`config.mk`:
```
export PLATFORM = sky130hd
export DESIGN_NAME = i2c_systest_mux
export DESIGN_NICKNAME = d
export VERILOG_FILES = /design/src/rtl/i2c_systest_pkg.sv /design/src/rtl/i2c_st_clkgen.sv /design/src/rtl/i2c_st_loopback.sv /design/src/rtl/i2c_systest_mux.sv
export SDC_FILE = /design/constraint.sdc
export NUM_CORES = 1
export LEC_CHECK = 0
export CAP_MARGIN = 20
export CORE_MARGIN = 3
export CORE_UTILIZATION = 35
export DETAILED_ROUTE_END_ITERATION = 12
export DONT_BUFFER_PORTS = 1
export PLACE_DENSITY = 0.47
export SLEW_MARGIN = 20
export SYNTH_ARGS = -nofsm -noshare
export SYNTH_HDL_FRONTEND = slang
export SYNTH_HIERARCHICAL = 1
export SYNTH_SLANG_ARGS = --single-unit
export TNS_END_PERCENT = 30
```
`constraint.sdc`:
```
create_clock -name clk -period 3.3 [get_ports clk]
set_clock_uncertainty 0.15 [all_clocks]
set_input_delay 0.33 -clock clk [delete_from_list [all_inputs] [get_ports clk]]
set_output_delay 0.33 -clock clk [all_outputs]
set_load 0.005 [all_outputs]
```
`src/rtl/i2c_systest_pkg.sv`:
```
package i2c_systest_pkg;

    localparam int LINE_W    = 3;
    localparam int LINE_SCL  = 0;
    localparam int LINE_SDA  = 1;
    localparam int LINE_SCCB = 2;

    typedef struct packed {
        logic sccbe;
        logic sda;
        logic scl;
    } lines_t;

    typedef enum logic [1:0] {
        PATH_FUNC = 2'd0,
        PATH_SCLK = 2'd1,
        PATH_LOOP = 2'd2
    } path_e;

    localparam logic [1:0] SEL_FUNC = 2'b00;
    localparam logic [1:0] SEL_RSVD = 2'b01;
    localparam logic [1:0] SEL_SCLK = 2'b10;
    localparam logic [1:0] SEL_LOOP = 2'b11;

    // SCCB (10) and the unused code (11) both have bit 1 set
    function automatic logic loop_refused(logic en, logic [1:0] sel, logic [1:0] op);
        return en && (sel == SEL_LOOP) && op[1];
    endfunction

    function automatic path_e pick_path(logic en, logic [1:0] sel, logic [1:0] op);
        path_e p;
        p = PATH_FUNC;
        if (en) begin
            case (sel)
                SEL_SCLK: p = PATH_SCLK;
                SEL_LOOP: p = op[1] ? PATH_FUNC : PATH_LOOP;
                default:  p = PATH_FUNC;
            endcase
        end
        return p;
    endfunction

endpackage

```
`src/rtl/i2c_st_clkgen.sv`:
```
module i2c_st_clkgen #(
    parameter int CNT_W = 8
) (
    input  logic             clk,
    input  logic             rst,
    input  logic             en_i,
    input  logic [CNT_W-1:0] low_i,
    input  logic [CNT_W-1:0] high_i,
    output logic             scl_o
);
    localparam logic [CNT_W-1:0] ONE = CNT_W'(1);

    logic [CNT_W-1:0] cnt_q;
    logic [CNT_W-1:0] low_len;
    logic [CNT_W-1:0] high_len;
    logic [CNT_W-1:0] cur_len;
    logic             run_q;
    logic             scl_q;

    always_comb begin
        low_len  = (low_i  == '0) ? ONE : low_i;
        high_len = (high_i == '0) ? ONE : high_i;
        cur_len  = scl_q ? high_len : low_len;
    end

    always_ff @(posedge clk) begin
        if (rst || !en_i) begin
            scl_q <= 1'b1;
            cnt_q <= '0;
            run_q <= 1'b0;
        end else if (!run_q) begin
            run_q <= 1'b1;
            scl_q <= 1'b0;
            cnt_q <= '0;
        end else if (cnt_q == cur_len - ONE) begin
            scl_q <= ~scl_q;
            cnt_q <= '0;
        end else begin
            cnt_q <= cnt_q + ONE;
        end
    end

    assign scl_o = scl_q;

    AST_CLK_IDLE_HIGH: assert property (@(posedge clk) disable iff (rst)
        !en_i |=> scl_o) else $error("idle clock not released");
    AST_CLK_START_LOW: assert property (@(posedge clk) disable iff (rst)
        (!en_i ##1 en_i) |=> !scl_o) else $error("clock did not start low");
endmodule

```
`src/rtl/i2c_st_loopback.sv`:
```
module i2c_st_loopback #(
    parameter int DATA_W = 8
) (
    input  logic              clk,
    input  logic              rst,
    input  logic              loop_en_i,
    input  logic              refused_i,
    input  logic              master_tx_i,
    input  logic [DATA_W-1:0] tx_data_i,
    input  logic              tx_valid_i,
    output logic [DATA_W-1:0] lb_data_o,
    output logic              lb_valid_o,
    output logic              illegal_o
);
    logic              take;
    logic [DATA_W-1:0] data_q;
    logic              valid_q;
    logic              bad_q;

    assign take = loop_en_i && master_tx_i && tx_valid_i;

    always_ff @(posedge clk) begin
        if (rst) begin
            data_q  <= '0;
            valid_q <= 1'b0;
            bad_q   <= 1'b0;
        end else begin
            valid_q <= take;
            if (take) data_q <= tx_data_i;
            if (refused_i) bad_q <= 1'b1;
        end
    end

    assign lb_data_o  = data_q;
    assign lb_valid_o = valid_q;
    assign illegal_o  = bad_q;

    AST_LB_ECHO: assert property (@(posedge clk) disable iff (rst)
        (tx_valid_i && master_tx_i && loop_en_i) |=> (lb_valid_o && lb_data_o == $past(tx_data_i)))
        else $error("loop-back byte lost");
    AST_LB_QUIET: assert property (@(posedge clk) disable iff (rst)
        !(tx_valid_i && master_tx_i && loop_en_i) |=> !lb_valid_o)
        else $error("spurious loop-back byte");
    AST_ILLEGAL_STICKY: assert property (@(posedge clk) disable iff (rst)
        illegal_o |=> illegal_o) else $error("illegal flag cleared");
    AST_ILLEGAL_SET: assert property (@(posedge clk) disable iff (rst)
        refused_i |=> illegal_o) else $error("illegal flag not set");
endmodule

```
`src/rtl/i2c_systest_mux.sv`:
```
module i2c_systest_mux
    import i2c_systest_pkg::*;
#(
    parameter int CNT_W  = 8,
    parameter int DATA_W = 8
) (
    input  logic              clk,
    input  logic              rst,
    input  logic              test_en_i,
    input  logic [1:0]        test_sel_i,
    input  logic [1:0]        op_mode_i,
    input  logic              master_tx_i,
    input  logic [CNT_W-1:0]  scl_low_i,
    input  logic [CNT_W-1:0]  scl_high_i,
    input  logic [2:0]        drive_ctl_i,
    input  logic [2:0]        core_lines_i,
    input  logic [DATA_W-1:0] tx_data_i,
    input  logic              tx_valid_i,
    input  logic [2:0]        pad_lines_i,
    output logic [2:0]        pad_lines_o,
    output logic [DATA_W-1:0] lb_data_o,
    output logic              lb_valid_o,
    output logic [2:0]        status_o,
    output logic              illegal_cfg_o
);
    path_e  path;
    logic   refused;
    logic   gen_scl;
    lines_t core_l, drv_l, out_l;
    lines_t stat_q;

    always_comb begin
        path    = pick_path(test_en_i, test_sel_i, op_mode_i);
        refused = loop_refused(test_en_i, test_sel_i, op_mode_i);
        core_l  = lines_t'(core_lines_i);
        drv_l   = lines_t'(drive_ctl_i);
    end

    i2c_st_clkgen #(.CNT_W(CNT_W)) u_clkgen (
        .clk    (clk),
        .rst    (rst),
        .en_i   (path == PATH_SCLK),
        .low_i  (scl_low_i),
        .high_i (scl_high_i),
        .scl_o  (gen_scl)
    );

    i2c_st_loopback #(.DATA_W(DATA_W)) u_loop (
        .clk         (clk),
        .rst         (rst),
        .loop_en_i   (path == PATH_LOOP),
        .refused_i   (refused),
        .master_tx_i (master_tx_i),
        .tx_data_i   (tx_data_i),
        .tx_valid_i  (tx_valid_i),
        .lb_data_o   (lb_data_o),
        .lb_valid_o  (lb_valid_o),
        .illegal_o   (illegal_cfg_o)
    );

    always_comb begin
        unique case (path)
            PATH_SCLK: begin
                out_l     = drv_l;
                out_l.scl = gen_scl;
            end
            PATH_LOOP: out_l = drv_l;
            default:   out_l = core_l;
        endcase
    end

    assign pad_lines_o = out_l;

    always_ff @(posedge clk) begin
        if (rst) stat_q <= '1;
        else     stat_q <= lines_t'(pad_lines_i);
    end

    assign status_o = stat_q;

    AST_TEST_OFF_PASS: assert property (@(posedge clk) disable iff (rst)
        !test_en_i |-> (pad_lines_o == core_lines_i)) else $error("lines not passed");
    AST_STATUS_DELAY: assert property (@(posedge clk) disable iff (rst)
        1'b1 |=> (status_o == $past(pad_lines_i))) else $error("status lag wrong");
endmodule

```
# --- Yosys cells after proc, flatten, opt, wreduce, memory -nomap -nowiden ---
# Index checks and enable logic that the tools add are counted.
classes:
  n_addsub: 2
  n_eq_ne: 6
  mux: 10
  bitwise_logic: 2
  reduce_logical: 9
op_table:
  columns: ["cell", "n"]
  rows:
  - ["2-to-1 mux 8 bit", 3]
  - ["zero test 8 bit", 2]
  - ["adder 8 x 1 -> 8 bit, second input constant", 1]
  - ["== test 8 bit", 1]
  - ["subtractor 8 x 1 -> 8 bit, second input constant", 1]
  - ["== test 2 bit, second input constant", 3]
  - ["one-hot mux 3 bit (2 select lines)", 1]
  - ["logical AND 1 bit", 4]
  - ["2-to-1 mux 2 bit", 2]
  - ["one-hot mux 2 bit (2 select lines)", 1]
  - ["2-to-1 mux 1 bit", 3]
  - ["OR reduction 3 bit", 1]
  - ["== test 2 x 1 -> 1 bit, second input constant", 1]
  - ["!= test 2 bit, second input constant", 1]
  - ["NOT 1 bit", 2]
  - ["zero test 1 bit", 1]
  - ["logical OR 1 bit", 1]
totals:
  regBits: 23
  output_inout_bits: 16
  elab_cells: 38

# --- Depth between registers and ports, before layout ---
# Gate-level depths: netlist of run 1.
depth:
  word_depth: 7
  ltp_mapped: 14
  mapped_depth_nobuf: 11

# --- Modules after synthesis ---
# Netlist of run 1, hierarchy kept.
by_module_without_submodules:
  columns: ["mod", "n_inst", "cells_each", "area_each_um2", "seq_area_each_um2"]
  rows:
  - ["i2c_st_clkgen", 1, 103, 949.7, 200.2]
  - ["i2c_st_loopback", 1, 40, 421.7, 200.2]
  - ["i2c_systest_mux", 1, 25, 183.9, 60.1]

# --- Worst setup path after synthesis of run 1 ---
# OpenSTA, ideal clock, no wires.
synth_timing:
  path_type: "reg2reg"
  startpoint: "reg u_clkgen.scl_q, in the netlist u_clkgen/scl_o"
  endpoint: "reg u_clkgen.cnt_q[1]"
  setup_time_ps: 130
  arrival_time_ps: 2510
  required_time_ps: 3020
  slack_ps: 510
  path_stages_with_launch: 15
  path_buffers: 3
  period_less_slack_ps: 2790
  path_cell_list: "dfxtp_1 buf_6 buf_4 inv_2 a311oi_1 nor2_2 inv_1 ha_1 o21ai_1 nor4bb_1 o41ai_2 a221oi_2 nor2b_4 buf_6 nor3b_2"
synth_between:
  elab_chain_len: 4
synth_rtl:
  columns: ["element", "line", "text"]
  rows:
  - ["start, declared", "i2c_st_clkgen.sv:18", "logic scl_q;"]
  - ["start signal, assigned", "i2c_st_clkgen.sv:36", "scl_q <= ~scl_q;"]
  - ["2-to-1 mux 8 bit", "i2c_st_clkgen.sv:23", "cur_len = scl_q ? high_len : low_len;"]
  - ["subtractor 8 x 1 -> 8 bit", "i2c_st_clkgen.sv:35", "end else if (cnt_q == cur_len - ONE) begin"]
  - ["== test 8 bit", "i2c_st_clkgen.sv:35", null]
  - ["OR reduction 3 bit (no line)", null, null]
  - ["end signal, assigned", "i2c_st_clkgen.sv:39", "cnt_q <= cnt_q + ONE;"]
  - ["end, declared", "i2c_st_clkgen.sv:13", "logic [CNT_W-1:0] cnt_q;"]
# No other way between the ends.
# A chain may end at the register's enable or synchronous reset.

# --- Worst setup path after layout of run 1 ---
layout_timing:
  startpoint: "reg u_clkgen.scl_q, in the netlist u_clkgen/scl_o"
  endpoint: "reg u_clkgen.cnt_q[4]"
# Same word-level chain as after synthesis.

==> flow_results.org, run 1 <==
** Min path
- For hold timing, the worst endpoint is u_clkgen/run_q.
- In this run the worst hold path is classified as in -> reg.
- Number of instances on the worst hold path :: 1
- In this run the most critical hold path is launched from rst.

** Setup path
- In this run the critical register-to-register path is captured at u_clkgen/cnt_q[4].
- The number of cells on the worst reg-to-reg path is 11.
- STA classifies the critical path endpoint as a flop.
- Crit Reg-Reg Startpoint :: u_clkgen/scl_o
- Ordered list of cells on the worst path :: buf_4 -> a211oi_1 -> nor2_2 -> inv_1 -> ha_1 -> o21ai_1 -> nor4bb_1 -> o41ai_2 -> a221oi_2 -> nor2b_4 -> nor3_2
- STA classifies the critical path startpoint as a flop.
- The slowest stage of the critical path belongs to the cell nor2b_4.
- For the worst setup path, the data required time is 3.28 ns.
- Along the worst path, the maximum fanout reaches 8.
- Worst path max stage delay :: about 0.38 ns
- Startpoint-to-endpoint class of the critical path :: reg -> reg
- Worst EP arrival :: approximately 3 ns
- Setup slack of the worst register-to-register path :: 0.29 ns

** Finish
- Number of antenna repair diodes :: 0
- Cell area after layout :: around 0.0016 mm^2
- Final #Nets :: ~220
- Ratio of cells with drive above 1 in the final layout :: between 10% and 20%
- Final design utilization :: roughly 40%
- Signed area change from the synthesized netlist to the final layout :: 5.310%
- Non-filler instance count after layout :: ~220

** Die
- Pin placement for this block handled between 50 and 60 I/O pins.
- The die is roughly 73 um tall.
- The floorplan has 23 rows.
- The floorplan step set the die width to 72.66 um.
- Core Region :: 0.004144 mm^2
- The die covers roughly 0.0053 mm^2.
- Initial standard-cell utilization of the core :: a little under two fifths

** Clock network
- Hold buffer count at cts :: 1
- Clock sinks :: 23
- TritonCTS clock tree :: built
- After clock tree synthesis, the clock-pin slew on the worst setup and hold paths is around 0.080 ns.
- Once the clock tree was built, the setup fixing pass inserted 0 buffers.
- Root Buffer Master :: clkbuf_8
- Gates resized during post-CTS repair numbered 0.
- The number of clock buffers added by TritonCTS is 3.
- Clock latency at the later pin of the worst-skew pair :: around 0.25 ns
- Maximum clock insertion buffer count :: 2
- Htree depth :: 1

** Pwr
- Per report_power, the sequential group accounts for 54.5% of the total.
- Per report_power, the clock group accounts for 32.3% of the total.
- The internal power of the cells totals 0.0004015 W.
- For this design the total switching power over the nets is roughly 0.00012 W.
- Maximum VDD drop :: roughly 0.30 mV
- Gate power share :: a little over an eighth
- Net switching fraction of the power :: a little under a quarter
- For this design the static power due to leakage is 0.6068 nW.
- In this run the power density over the cells is roughly 320 mW/mm^2.

** STA
- Setup ws final :: between 0.2 and 0.3 ns
- Summed over all failing endpoints, the final setup total negative slack is 0 ns.
- The total count of max-transition violations in the final report was 0.
- Worst slew margin :: 70.85%
- Setup repair after global routing left no endpoint under its margin.
- In the finished design, the share of the clock period the worst path needs comes to roughly 91%.
- Final Critical Period :: between 3 and 4 ns
- The number of endpoints with negative hold slack in the final report is 0.
- For the pin with the worst max-slew slack, the measured transition is 0.4361 ns.
- Count of endpoints failing setup in the final report :: 0
- Max Fclk :: roughly 330 MHz

** Routing
- Total number of vias :: around 1200
- After the first detailed-routing iteration, the DRC count stood at 52.
- Dividing the detail-routed wire length by the instance count gives roughly 14 um.
- The detail route stage leaves a number of antenna-violating nets equal to 0.
- Summed over all layers, the routed wires come to 3142 um.
- Before antenna repair, the detailed router went through 4 iterations.
- Post-route DRC :: 0
- Average via count per standard cell :: between 5 and 6

** Place
- Once placement completed, the tool counted placed cells totaling 214.
- During placement, the flow inserted port buffers numbering 0.
- Post-DP Area :: 0.001583 mm^2
- Routability-driven placement finished with a final weighted congestion of 0.8444.
- Detailed placement ended at an HPWL of roughly 2600 um.
- Prior to clock tree synthesis, the placed netlist has a worst setup slack of between 0.3 and 0.4 ns.

** Yosys
- Proportion of synthesized flip-flops having asynchronous set or reset :: 0%
- The synthesized netlist contains 51 unique library cells.
- In this run the biggest area consumer among cell types represents slightly below 30% of the synthesized area.
- In the synthesized netlist the dominant register cell turns out to be dfxtp_1.
- Synthesized area per cell :: 9.257 um^2
- Yosys attributes the largest share of cell area to dfxtp_1, mux2i_1, nand2b_1.
- Sequential cell area fraction in the yosys report :: between 20% and 30%
- In this run, synthesis inferred 0 flip-flops with an integrated enable.
- The synthesized design spends more area on one cell type than any other, namely dfxtp_1.
- Post-synthesis cell count :: 168
- After synthesis the cells add up to 0.001555 mm^2.
- Syn Nets :: about 210
- During synthesis, Yosys emitted a total of 6 warnings.
- The synthesized design contains 23 register bits.

** Global route
- Global-route wire length before repair :: about 5000 um
- Met2 Usage GRT :: 20.94%
- In the global route stage, met1 resource usage came out at 14.49%.
- In the global route stage, overall resource usage came out at 11.86%.
- Entering global routing, the biggest net connects 22 pins.
- Global routing consumed, on the met3 layer, approximately 3.2% of the routing resources.
- Number of antenna violations at the first check in global routing :: 0
- The total overflow left after global routing is 0.
- Routing layer with the top usage in global route :: met2
- Via count of the first global-routing pass :: 1152

** Job
- MaxCap Viol Count :: 0

** Status
- The run finished with clean final reports.
critical path: cells and delay by family, from the launching register on:
family	cells	cell delay, ns
flip-flops	1	0.35
adder cells (fa/ha/maj)	1	0.20
AO/OA/AOI/OAI	4	0.98
buffers and inverters	2	0.28
AND/OR/NAND/NOR	4	0.91
power groups by stage:
| stage | Clock (W) | Combinational, W | Sequential (W) |
|---|---|---|---|
| 3_5_place_dp | 0 | 0.0000672 | 0.000290 |
| 2_1_floorplan | 0 | 0.0000599 | 0.000289 |
| 4_1_cts | 0.000176 | 0.0000689 | 0.000284 |
| 3_3_place_gp | 0 | 0.0000660 | 0.000290 |
| 6_report | 0.000168 | 0.0000684 | 0.000284 |
| 5_1_grt | 0.000189 | 0.0000769 | 0.000284 |
synth_stat cells (all sizes together), types with 2 or more instances:
cell and number:
buf 5, nor2b 5, mux2i 16, nor3b 2, o21ai 6, xor2 7, ha 4, o211ai 3
nand2 10, or2 4, and3b 2, nand4 2, nor3 13, and3 3, nand2b 17, nor2 10
and2 2, xnor2 5, nand3 7, xnor3 2, a21oi 2, dfxtp 23, inv 4
placed cells by master (no fill, tap or decap), drive strengths merged, types with 2 or more instances in the layout:
master  count
o21ai       6
and3        3
xor2        7
and2        2
buf         2
xnor3       2
nor2b       5
nand4       2
nor3       13
nand2b     17
inv         4
a21oi       2
and3b       2
ha          4
dfxtp      23
nor2       10
mux2i      16
nand3       7
nor3b       2
clkbuf      4
nand2      10
or2         4
o211ai      3
xnor2       5
sequential cells by signal, indices dropped and copies added (netlist names):
register / flops
u_clkgen/cnt_q: 8
u_loop/lb_data_o: 8
status_o: 3
u_clkgen/run_q: 1
u_clkgen/scl_o: 1
u_loop/illegal_o: 1
u_loop/lb_valid_o: 1
worst max-delay path by stage:
stage	startpoint	to	slack [ns]
after CTS	u_clkgen/scl_o	u_clkgen/cnt_q[1]	0.31
after detailed placement	u_clkgen/scl_o	u_clkgen/cnt_q[4]	0.33
after floorplan	u_clkgen/scl_o	u_clkgen/cnt_q[1]	0.51
after global placement	u_clkgen/scl_o	u_clkgen/cnt_q[4]	0.37
after global routing	u_clkgen/scl_o	u_clkgen/cnt_q[5]	0.05
final	u_clkgen/scl_o	u_clkgen/cnt_q[4]	0.29
area by class of cell:
cell class,instances,area (um^2)
clock buffers,4,45.04
fillers,429,2506
repair buffers,3,25.02
flip-flops and latches,23,460.4
well taps,50,62.56
multi-input cells,135,1030
inverters,4,15.01
through the flow:
stage | hold slack, ns | power, W
after floorplan | 0.2745 | 0.0003493
after global placement | 0.2546 | 0.0003563
after detailed placement | 0.2572 | 0.0003575
after CTS | 0.01530 | 0.0005290
after global routing | 0.004764 | 0.0005496
final | 0.01768 | 0.0005201
kinds of logic (layout without fill, tap and decap cells):
logic type	Yosys count	count (layout)	share of synthesized area, %
AO/OA/AOI/OAI	20	20	9.654
XOR/XNOR	14	14	9.654
AND/OR/NAND/NOR	81	81	32.34
buffers and inverters	10	11	4.183
flip-flops	23	23	29.61
multiplexers	16	16	11.34
adder cells (fa/ha/maj)	4	4	3.218
layer usage:
layer  part of all wire (%)  vias up  wire (um)
li1                       -      593          -
met1                     42      545       1315
met2                     51       29       1597
met3                    6.4        4        201
met4                   0.86        0         27
met5                      0        -          0
(Power assumes the default switching activity.)
==> run 2: changes to the inputs <==
--- a/config.mk
+++ b/config.mk
@@ -8,9 +8,10 @@
 export CAP_MARGIN = 20
 export CORE_MARGIN = 3
 export CORE_UTILIZATION = 35
+export CTS_BUF_LIST = sky130_fd_sc_hd__clkbuf_4 sky130_fd_sc_hd__clkbuf_8 sky130_fd_sc_hd__clkbuf_16
 export DETAILED_ROUTE_END_ITERATION = 12
 export DONT_BUFFER_PORTS = 1
-export PLACE_DENSITY = 0.47
+export PLACE_DENSITY = 0.49
 export SLEW_MARGIN = 20
 export SYNTH_ARGS = -nofsm -noshare
 export SYNTH_HDL_FRONTEND = slang
==> constraint.sdc (replaced) <==
create_clock -name clk -period 2.55 [get_ports clk]
set_clock_uncertainty 0.15 [all_clocks]
set_input_delay 0.255 -clock clk [delete_from_list [all_inputs] [get_ports clk]]
set_output_delay 0.255 -clock clk [all_outputs]
set_load 0.005 [all_outputs]
==> flow_results.org, run 2 (synthesis results as in run 1) <==
** Place
- Half-perimeter wire length after placement :: roughly 2700 um
- Port buffering added 0 buffers.
- The placed instances occupy a cell area of ~0.0017 mm^2.
- Routability-driven placement finished with a final weighted congestion of 0.7501.

** Finish
- Cells with a size suffix above 1 make up 28.50% of the layout.
- Final design utilization :: between 40% and 50%
- In the layout the commonest cells are dfxtp_1, buf_4, nand2b_1.
- After routing the design area is just under 0.002 mm^2.
- Signed area change from the synthesized netlist to the final layout :: 27.51%
- Final #Nets :: about 250
- Leaving out fill and tap cells, the most frequent cell in the layout is dfxtp_1.
- 0 antenna diodes ended up in the layout.
- Filler instances :: 403

** Die
- Initial standard-cell utilization of the core :: a little under two fifths
- I/O pin total :: 58
- Core Region :: around 0.0041 mm^2
- Die span in y :: 72.66 um
- Die Footprint :: about 0.0053 mm^2
- The die is slightly above 70 um wide.
- Row generation in the floorplan step produced 23 rows.

** STA
- Max Fclk :: between 300 and 400 MHz
- Actual slew at the worst max-slew pin :: between 0.4 and 0.5 ns
- Setup ws final :: -0.01639 ns
- Count of endpoints failing setup in the final report :: 8
- Final-report hold violation count :: 0
- Worst slew margin :: between 70 and 80%
- Summed over all failing endpoints, the final setup total negative slack is -0.1042 ns.
- Max-slew violation total from the final report :: 0
- Unrepaired setup endpoints after global routing :: yes
- After layout, the worst path uses 100.6% of the clock period.
- Subtracting the final worst setup slack from the clock period gives about 2.6 ns.

** Routing
- Total number of vias :: 1293
- Final WL :: roughly 3500 um
- Initial detailed-routing violation count :: 44
- After detailed routing, the number of remaining DRC violations is 0.
- The first detailed-routing pass took 4 iterations.
- Routed Antenna Nets :: 0
- Using the TritonRoute via totals, the vias-per-cell ratio works out to around 5.2.
- Dividing the detail-routed wire length by the instance count gives roughly 14 um.

** Setup path
- Capturing element type of the critical path :: flop
- At the worst endpoint, the required time is approximately 2.5 ns.
- Sort of element at the start of the critical path :: flop
- The endpoint identified for the worst register-to-register timing path is u_clkgen/cnt_q[7].
- At the worst endpoint, the arrival time is between 2 and 3 ns.
- The largest single stage delay on the critical path is roughly 0.38 ns.
- Setup slack of the worst register-to-register path :: -0.02 ns
- Startpoint-to-endpoint class of the critical path :: reg -> reg
- Crit Reg-Reg Startpoint :: u_clkgen/scl_o
- Traced cell by cell, the critical path runs through inv_4 -> a311oi_4 -> buf_4 -> buf_4 -> buf_4 -> buf_4 -> buf_4 -> buf_4 -> buf_4 -> o211ai_1 -> o221a_2 -> and2_2 -> nor2b_4 -> buf_6 -> nor3_2.
- Most frequent cell on the critical path :: buf_4
- Along the worst path, the maximum fanout reaches 4.
- Standard cell with the maximum stage delay on the critical path :: dfxtp_4
- For the worst flop-to-flop path, the logic depth is 15.

** Pwr
- Summed over all nets, the switching power comes to 0.0001716 W.
- Power share of the sequential group :: approximately 51%
- Net switching fraction of the power :: 23.76%
- Per report_power, the combinational group accounts for a little under a fifth of the total.
- Dividing total power by cell area gives a power density of between 300 and 400 mW/mm^2.
- Total power consumption of the routed design :: between 0.0007 and 0.0008 W
- Per report_power, the clock group accounts for a little under a third of the total.
- For this design the static power due to leakage is around 0.76 nW.
- The internal portion of the total power is between 0.0005 and 0.0006 W.
- Maximum VDD drop :: approximately 0.27 mV

** Global route
- Congestion Overflow GR :: 0
- Met1 Use GR :: between 15 and 20%
- Global Route met3 Usage :: roughly 2.2%
- Global routing consumed, over all layers together, 13.82% of the routing resources.
- Routing layer with the top usage in global route :: met2
- Met2 Usage GRT :: approximately a quarter
- Global-route wire length before repair :: 5899 um
- Pin count of the biggest net entering global routing :: 18
- Via count of the first global-routing pass :: about 1400
- The number of antenna violations at the first check in global routing was 0.

** Clock network
- Clock sinks :: 23
- CTS placed an instance of clkbuf_8 at the clock tree root.
- After clock tree synthesis, the clock-pin slew on the worst setup and hold paths is about 0.08 ns.
- TritonCTS created 3 clock buffers.
- TritonCTS built the clock tree.
- The clock passes through at most 2 buffers.
- The clock reaches the later pin of the worst-skew pair after approximately 0.26 ns.
- Htree depth :: 1

** Min path
- Min-Delay Path Class :: in -> reg
- The worst hold path terminates at u_loop/lb_data_o[6].
- Startpoint of the lowest-slack hold path :: rst
- Number of instances on the worst hold path :: 2

** Status
- Result of the run :: complete, but fails checks
- Violations in the final reports :: setup timing

** Job
- The tool flagged a number of max-cap violations equal to 0.
[run 2: critical path: cells and delay by family, from the launching register on]
| kind | cells | cell delay [ns] |
|---|---|---|
| DFF | 1 | 0.38 |
| AOI/OAI and AO/OA | 3 | 0.67 |
| buffers and inverters | 9 | 0.87 |
| and+or+nand+nor | 3 | 0.37 |
[run 2: power groups by stage]
| stage | Combinational [W] | Sequential [W] | Clock, W |
|---|---|---|---|
| finish | 0.000136 | 0.000366 | 0.000220 |
| global route | 0.000149 | 0.000367 | 0.000248 |
| CTS | 0.000126 | 0.000366 | 0.000230 |
| detailed placement | 0.0000993 | 0.000376 | 0 |
| global placement | 0.0000972 | 0.000376 | 0 |
| floorplan | 0.0000805 | 0.000375 | 0 |
[run 2: repair_timing]
action                                  in CTS  in global routing
buffers inserted                             9                  2
hold endpoints to repair                    15                  0
cloned                                       0                  0
gates resized for setup                      2                 10
pin swaps                                    4                  9
endpoints found under the setup margin       9                  9
hold buffers                                12                  0
[run 2: worst max path at each step]
stage,start,end,slack (ns),depth (start not counted)
finish,u_clkgen/scl_o,u_clkgen/cnt_q[7],-0.02,15
CTS,u_clkgen/scl_o,u_clkgen/scl_o,-0.02,12
global placement,u_clkgen/scl_o,u_clkgen/cnt_q[5],-0.13,11
global route,u_clkgen/scl_o,u_clkgen/scl_o,-0.20,12
floorplan,u_clkgen/scl_o,u_clkgen/cnt_q[1],-0.15,14
detailed placement,u_clkgen/scl_o,u_clkgen/cnt_q[7],-0.14,11
[run 2: area by class of cell]
class                      count  area [um^2]  share of cell area [%]
timing repair buffer          34        292.8                   14.76
clock inverter                 1        5.005                  0.2524
clock buffer                   3        41.29                   2.082
tap                           50        62.56                   3.155
multi-input combinational    135         1100                   55.46
sequential                    23        464.2                   23.41
inverter                       4        17.52                  0.8833
[run 2: metrics by stage]
stage | std cells | hold WS, ns | setup WS [ns]
3_3_place_gp | 223 | 0.1808 | -0.1308
4_1_cts | 248 | 0.007573 | -0.02026
5_1_grt | 250 | 0.0002772 | -0.2011
2_1_floorplan | 168 | 0.1995 | -0.1483
3_5_place_dp | 223 | 0.1827 | -0.1401
6_report | 250 | 0.01368 | -0.01639
[run 2: routing by layer]
layer | up-vias | share of wire [%]
li1 | 658 | -
met1 | 597 | 40
met2 | 34 | 54
met3 | 4 | 5.3
met4 | 0 | 1.0
met5 | - | 0
